`src/rtl/adc_fmt_pkg.sv`:
```
package adc_fmt_pkg;
  typedef enum logic [1:0] {
    PWR_OFF  = 2'd0,
    PWR_STBY = 2'd1,
    PWR_ON   = 2'd2
  } pwr_state_e;

  typedef struct packed {
    logic en_a;
    logic en_b;
    logic avg;
    logic mux;
    logic sel;
    logic rev_a;
    logic rev_b;
  } mode_t;
endpackage

```
`src/rtl/adc_pwr_decode.sv`:
```
module adc_pwr_decode
  import adc_fmt_pkg::*;
(
  input  logic       shdn_in,
  input  logic [7:0] pwr_cfg,
  output pwr_state_e state_a,
  output pwr_state_e state_b,
  output logic       avg
);
  logic [3:0] nib;
  logic       hps, stby, b_on, a_on;
  pwr_state_e idle_st;

  // live nibble follows the shutdown pin
  assign nib  = shdn_in ? pwr_cfg[7:4] : pwr_cfg[3:0];
  assign hps  = nib[3];
  assign stby = nib[2];
  assign b_on = nib[1];
  assign a_on = nib[0];

  assign idle_st = stby ? PWR_STBY : PWR_OFF;
  assign avg     = hps & (a_on | b_on);

  always_comb begin
    if (hps) begin
      state_a = avg ? PWR_ON : idle_st;
      state_b = avg ? PWR_ON : idle_st;
    end else begin
      state_a = a_on ? PWR_ON : idle_st;
      state_b = b_on ? PWR_ON : idle_st;
    end
  end
endmodule

```
`src/rtl/adc_slot_ctrl.sv`:
```
module adc_slot_ctrl
  import adc_fmt_pkg::*;
#(
  parameter int DW = 10
) (
  input  logic          clk,
  input  logic          rst_n,
  input  logic          s_valid,
  output logic          s_ready,
  input  logic [DW-1:0] in_a,
  input  logic [DW-1:0] in_b,
  input  mode_t         in_mode,
  input  logic          m_ready,
  output logic          full,
  output logic          phase,
  output logic [DW-1:0] hold_a,
  output logic [DW-1:0] hold_b,
  output mode_t         hold_mode
);
  logic two_slot, last_slot, take, done_slot;

  assign two_slot  = hold_mode.mux & ~hold_mode.avg;
  assign last_slot = ~two_slot | phase;
  assign done_slot = full & m_ready;
  // accept only when empty or when the final slot leaves now
  assign s_ready   = ~full | (last_slot & m_ready);
  assign take      = s_valid & s_ready;

  always_ff @(posedge clk or negedge rst_n) begin
    if (!rst_n) begin
      full      <= 1'b0;
      phase     <= 1'b0;
      hold_a    <= '0;
      hold_b    <= '0;
      hold_mode <= '0;
    end else if (take) begin
      full      <= 1'b1;
      phase     <= 1'b0;
      hold_a    <= in_a;
      hold_b    <= in_b;
      hold_mode <= in_mode;    // capture config with the pair
    end else if (done_slot) begin
      if (last_slot) begin
        full  <= 1'b0;
        phase <= 1'b0;
      end else begin
        phase <= 1'b1;
      end
    end
  end
endmodule

```
`src/rtl/adc_bus_map.sv`:
```
module adc_bus_map
  import adc_fmt_pkg::*;
#(
  parameter int DW = 10
) (
  input  logic          full,
  input  logic          phase,
  input  logic [DW-1:0] hold_a,
  input  logic [DW-1:0] hold_b,
  input  mode_t         mode,
  output logic [DW-1:0] bus_a,
  output logic [DW-1:0] bus_b,
  output logic          vld_a,
  output logic          vld_b,
  output logic          chan
);
  logic [DW:0]   sum;
  logic [DW-1:0] mean, pick, raw_a, raw_b, flip_a, flip_b;
  logic          pick_en;

  assign sum  = {1'b0, hold_a} + {1'b0, hold_b};
  assign mean = sum[DW:1];                       // drop LSB

  assign chan    = full & mode.mux & ~mode.avg & (mode.sel ^ phase);
  assign pick    = chan ? hold_b : hold_a;
  assign pick_en = chan ? mode.en_b : mode.en_a;

  always_comb begin
    raw_a = '0;
    raw_b = '0;
    vld_a = 1'b0;
    vld_b = 1'b0;
    if (full) begin
      if (mode.avg) begin
        if (mode.sel) begin
          raw_b = mean;
          vld_b = 1'b1;
        end else begin
          raw_a = mean;
          vld_a = 1'b1;
        end
      end else if (mode.mux) begin
        if (mode.sel) begin
          raw_b = pick_en ? pick : '0;
          vld_b = pick_en;
        end else begin
          raw_a = pick_en ? pick : '0;
          vld_a = pick_en;
        end
      end else begin
        raw_a = mode.en_a ? hold_a : '0;
        vld_a = mode.en_a;
        raw_b = mode.en_b ? hold_b : '0;
        vld_b = mode.en_b;
      end
    end
  end

  // bit reversal as the last stage
  for (genvar i = 0; i < DW; i++) begin : g_rev
    assign flip_a[i] = raw_a[DW-1-i];
    assign flip_b[i] = raw_b[DW-1-i];
  end

  assign bus_a = mode.rev_a ? flip_a : raw_a;
  assign bus_b = mode.rev_b ? flip_b : raw_b;
endmodule

```
`src/rtl/adc_out_fmt.sv`:
```
module adc_out_fmt
  import adc_fmt_pkg::*;
#(
  parameter int DW = 10
) (
  input  logic          clk,
  input  logic          rst_n,
  input  logic          shdn_in,
  input  logic [7:0]    pwr_cfg,
  input  logic [3:0]    fmt_cfg,
  input  logic          s_valid,
  output logic          s_ready,
  input  logic [DW-1:0] smp_a,
  input  logic [DW-1:0] smp_b,
  input  logic          m_ready,
  output logic [DW-1:0] bus_a,
  output logic [DW-1:0] bus_b,
  output logic          bus_a_vld,
  output logic          bus_b_vld,
  output logic          slot_chan,
  output logic [1:0]    pstate_a,
  output logic [1:0]    pstate_b
);
  pwr_state_e    st_a, st_b;
  logic          avg_live, full, phase;
  mode_t         live_mode, hold_mode;
  logic [DW-1:0] hold_a, hold_b;

  adc_pwr_decode u_pwr (
    .shdn_in (shdn_in),
    .pwr_cfg (pwr_cfg),
    .state_a (st_a),
    .state_b (st_b),
    .avg     (avg_live)
  );

  assign pstate_a = st_a;
  assign pstate_b = st_b;

  always_comb begin
    live_mode.en_a  = (st_a == PWR_ON);
    live_mode.en_b  = (st_b == PWR_ON);
    live_mode.avg   = avg_live;
    live_mode.mux   = fmt_cfg[0];
    live_mode.sel   = fmt_cfg[1];
    live_mode.rev_a = fmt_cfg[2];
    live_mode.rev_b = fmt_cfg[3];
  end

  adc_slot_ctrl #(.DW(DW)) u_slot (
    .clk       (clk),
    .rst_n     (rst_n),
    .s_valid   (s_valid),
    .s_ready   (s_ready),
    .in_a      (smp_a),
    .in_b      (smp_b),
    .in_mode   (live_mode),
    .m_ready   (m_ready),
    .full      (full),
    .phase     (phase),
    .hold_a    (hold_a),
    .hold_b    (hold_b),
    .hold_mode (hold_mode)
  );

  adc_bus_map #(.DW(DW)) u_map (
    .full   (full),
    .phase  (phase),
    .hold_a (hold_a),
    .hold_b (hold_b),
    .mode   (hold_mode),
    .bus_a  (bus_a),
    .bus_b  (bus_b),
    .vld_a  (bus_a_vld),
    .vld_b  (bus_b_vld),
    .chan   (slot_chan)
  );
endmodule

```
`config.mk`:
```
export PLATFORM = sky130hd
export DESIGN_NAME = adc_out_fmt
export DESIGN_NICKNAME = d
export VERILOG_FILES = /design/src/rtl/adc_fmt_pkg.sv /design/src/rtl/adc_pwr_decode.sv /design/src/rtl/adc_slot_ctrl.sv /design/src/rtl/adc_bus_map.sv /design/src/rtl/adc_out_fmt.sv
export SDC_FILE = /design/constraint.sdc
export NUM_CORES = 1
export LEC_CHECK = 0
export BUFFER_PORTS_ARGS = -buffer_cell sky130_fd_sc_hd__buf_2
export CORE_UTILIZATION = 35
export CTS_BUF_LIST = sky130_fd_sc_hd__clkbuf_8
export DETAILED_ROUTE_END_ITERATION = 12
export PLACE_DENSITY = 0.6
export SLEW_MARGIN = 20
export SYNTH_ARGS = -nofsm -noshare
export SYNTH_HDL_FRONTEND = slang
export SYNTH_SLANG_ARGS = --single-unit
```
`constraint.sdc`:
```
create_clock -name clk -period 2 [get_ports clk]
set_input_delay 0.1 -clock clk [delete_from_list [all_inputs] [get_ports clk]]
set_output_delay 0.1 -clock clk [all_outputs]
set_load 0.02 [all_outputs]
```
==> flow_summary.ini <==
[logic_synthesis]
netlist-cell-type-count = 59
syn_area_um2 = 2700
synth_ff_type = dfrtp_1
yosysWarnings = 0
synth_top_area_share_pct = 26.9
postSynth.asyncResetShare_pct = 100
synth.largest_area_cell = dfrtp_1
synth_edf_count = 0
synth_seq_cells = 29
syn_nets = 355
synth_most_common_cell = dfrtp_1
synthCells = 308
synthTopCellsByArea = dfrtp_1, mux2_2, a21oi_1
ys_top_cells_by_count = dfrtp_1, a21oi_1, mux2_2
synth.yosys.seq_area_share_pct = 26.9
syn_area_per_cell_um2 = 8.76

[power]
ir_drop_v = 0.000756
power.leakage_uw = 0.00192
finalPower_uw = 9340
powerDensity_nw_per_um2 = 2170

[route]
routed_via_density = 5.59
drcViolationCount = 0
via_count = 3127
first_pass_iters = 5
wl_per_cell_um = 18.1
drtAntennaViolNets = 0
wl_um = 10100
drt_iter0_markers = 221

[sta]
fin_crit_sh_pct = 125
fin_tns_setup_ns = -9.03
clock.fmax_mhz = 399
period_minus_slack_ns = 2.51
finalMaxSlewViolations = 0
rsz0062_at_grt = yes
setup_viol = 20
worst_pin_slew_ns = 0.667
fin_ws_ns = -0.509
hold_viol_final = 0
hold_ws_ns = 0.0483
slew_headroom_pct = 55.5
fin_skew_ns = 0.00595

[place]
hpwlAfterDp_um = 7850
io_buffer_count = 64
place_area_um2 = 3860
routabilityCongestion = 0.978
dp_cells = 544

[die]
start_util_pct = 36.6
die_w_um = 89.8
pin_count = 65
die_h_um = 89.8
coreArea_um2 = 7370
dieArea_um2 = 8060
rows = 31

[critical_path]
r2r-end = u_slot.hold_a[2]$_DFFE_PN0P_
cp-startpoint = u_slot.hold_b[2]$_DFFE_PN0P_
path_class = register to primary output
reg2reg_depth = 7
critPathCaptureType = primary output
cp.arrival_ns = 2.41
r2r-start = u_slot.hold_mode[4]$_DFFE_PN0P_
startpoint_type = register
cp.required_ns = 1.90
reg2reg_setup_slack_ns = 0.19
critical_path_peak_fanout = 3

[clock_tree]
cts_tree = built
clock_latency_ns = 0.28
cts.sink_count = 29
cts_root_buffer = clkbuf_8
clk_pin_slew_ns = 0.07
cts_made_buffers = 5
clk_path_buf_depth = 2
cts_htree_levels = 2

[global_route]
grt_overflow = 0
grt_max_degree = 30
grt_use_total_pct = 24.2
first_global_vias = 2892
grt_pass1_wl_um = 15300
antenna_found_initial = 0

[hold_path]
hold_path.class = input port to register
min_to = u_slot.hold_a[5]$_DFFE_PN0P_
hp-start = smp_a[5]
hold_path_depth = 2

[job]
maxCapViolations = 0

[cells_and_area]
regArea_um2 = 728
fin_area_um2 = 4310
syn_to_final_growth_pct = 59.6
fin_cells = 559
multiInputGateArea_um2 = 2190
nFillCells = 690
drive_gt1_share_pct = 53.3
fin_nets = 506
antennaDiodeCount = 0

[outcome]
violations = negative setup slack
outcome = finished with violations
-- flip-flops by register name, indices dropped and copies added, names as in the netlist --
name / count
u_slot.full: 1
u_slot.hold_a: 10
u_slot.hold_b: 10
u_slot.hold_mode: 7
u_slot.phase: 1
-- repair_timing --
item | in CTS | in global routing
endpoints found under the setup margin | 21 | 22
buffers inserted | 2 | 4
hold endpoints to repair | 29 | 0
hold buffers | 1 | 0
gates resized for setup | 25 | 31
pin swaps | 8 | 16
-- critical path, stage by stage (launching register included) --
cell and delay (ns):
dfrtp_1 0.42, ha_4 0.28, nand4_1 0.21, a2111oi_4 0.12, or4_1 0.49, and3_1 0.20
o221a_4 0.25, buf_2 0.15
-- cell type report --
type	instances	share of cell area [%]
flip-flops and latches	29	16.9
clock buffers	6	1.92
inverters	7	0.610
multi-input cells	256	50.9
well taps	99	2.88
clock inverters	2	0.785
repair buffers	160	26.0
-- power by group --
part           total, uW  leakage [uW]  internal [uW]  switching [uW]
Sequential          1150      0.000335            833             316
Clock                624     0.0000626            401             224
Combinational       7560       0.00152           3600            3960
-- cells by family after synthesis --
family                   synth area share (%)
AO/OA/AOI/OAI                            26.6
buffers and inverters                    3.94
multiplexers                             15.8
AND/OR/NAND/NOR                          18.9
XOR/XNOR                                 2.92
adder cells (fa/ha/maj)                  4.92
flip-flops                               26.9
-- worst max-delay path by stage --
stage | end | slack, ns | depth (start not counted)
detailed placement | bus_a[8] | -0.24 | 7
CTS | bus_a[8] | -0.46 | 7
global route | bus_a[4] | -0.61 | 8
global placement | bus_b[2] | -0.21 | 8
finish | bus_a[8] | -0.51 | 7
floorplan | bus_b[0] | -0.06 | 6
-- routing by layer --
metal  GRT usage, %  vias up  part of all wire, %
met2           38.8      122                   46
met4           5.46        0                  1.4
met3           3.38       16                  5.9
met5              0        -                    0
li1               -     1500                    -
met1           34.4     1489                   47
-- metrics by stage --
| step | utilization, % | setup slack, ns |
|---|---|---|
| floorplan | - | -0.0550 |
| finish | 58.4 | -0.509 |
| global route | 58.4 | -0.611 |
| CTS | 56.0 | -0.465 |
| global placement | 52.4 | -0.205 |
| detailed placement | 52.4 | -0.245 |
-- layout by cell type, fill, tap and decap left out, types with 10 or more instances in the layout --
cell type,instances
buf_4,104
buf_2,49
mux2_2,28
dfrtp_1,27
o21ai_0,23
a21oi_1,21
nand3_1,20
nand2_1,16
mux2i_1,11
o22ai_1,10
Note: power is estimated with default switching activity, not from simulation.
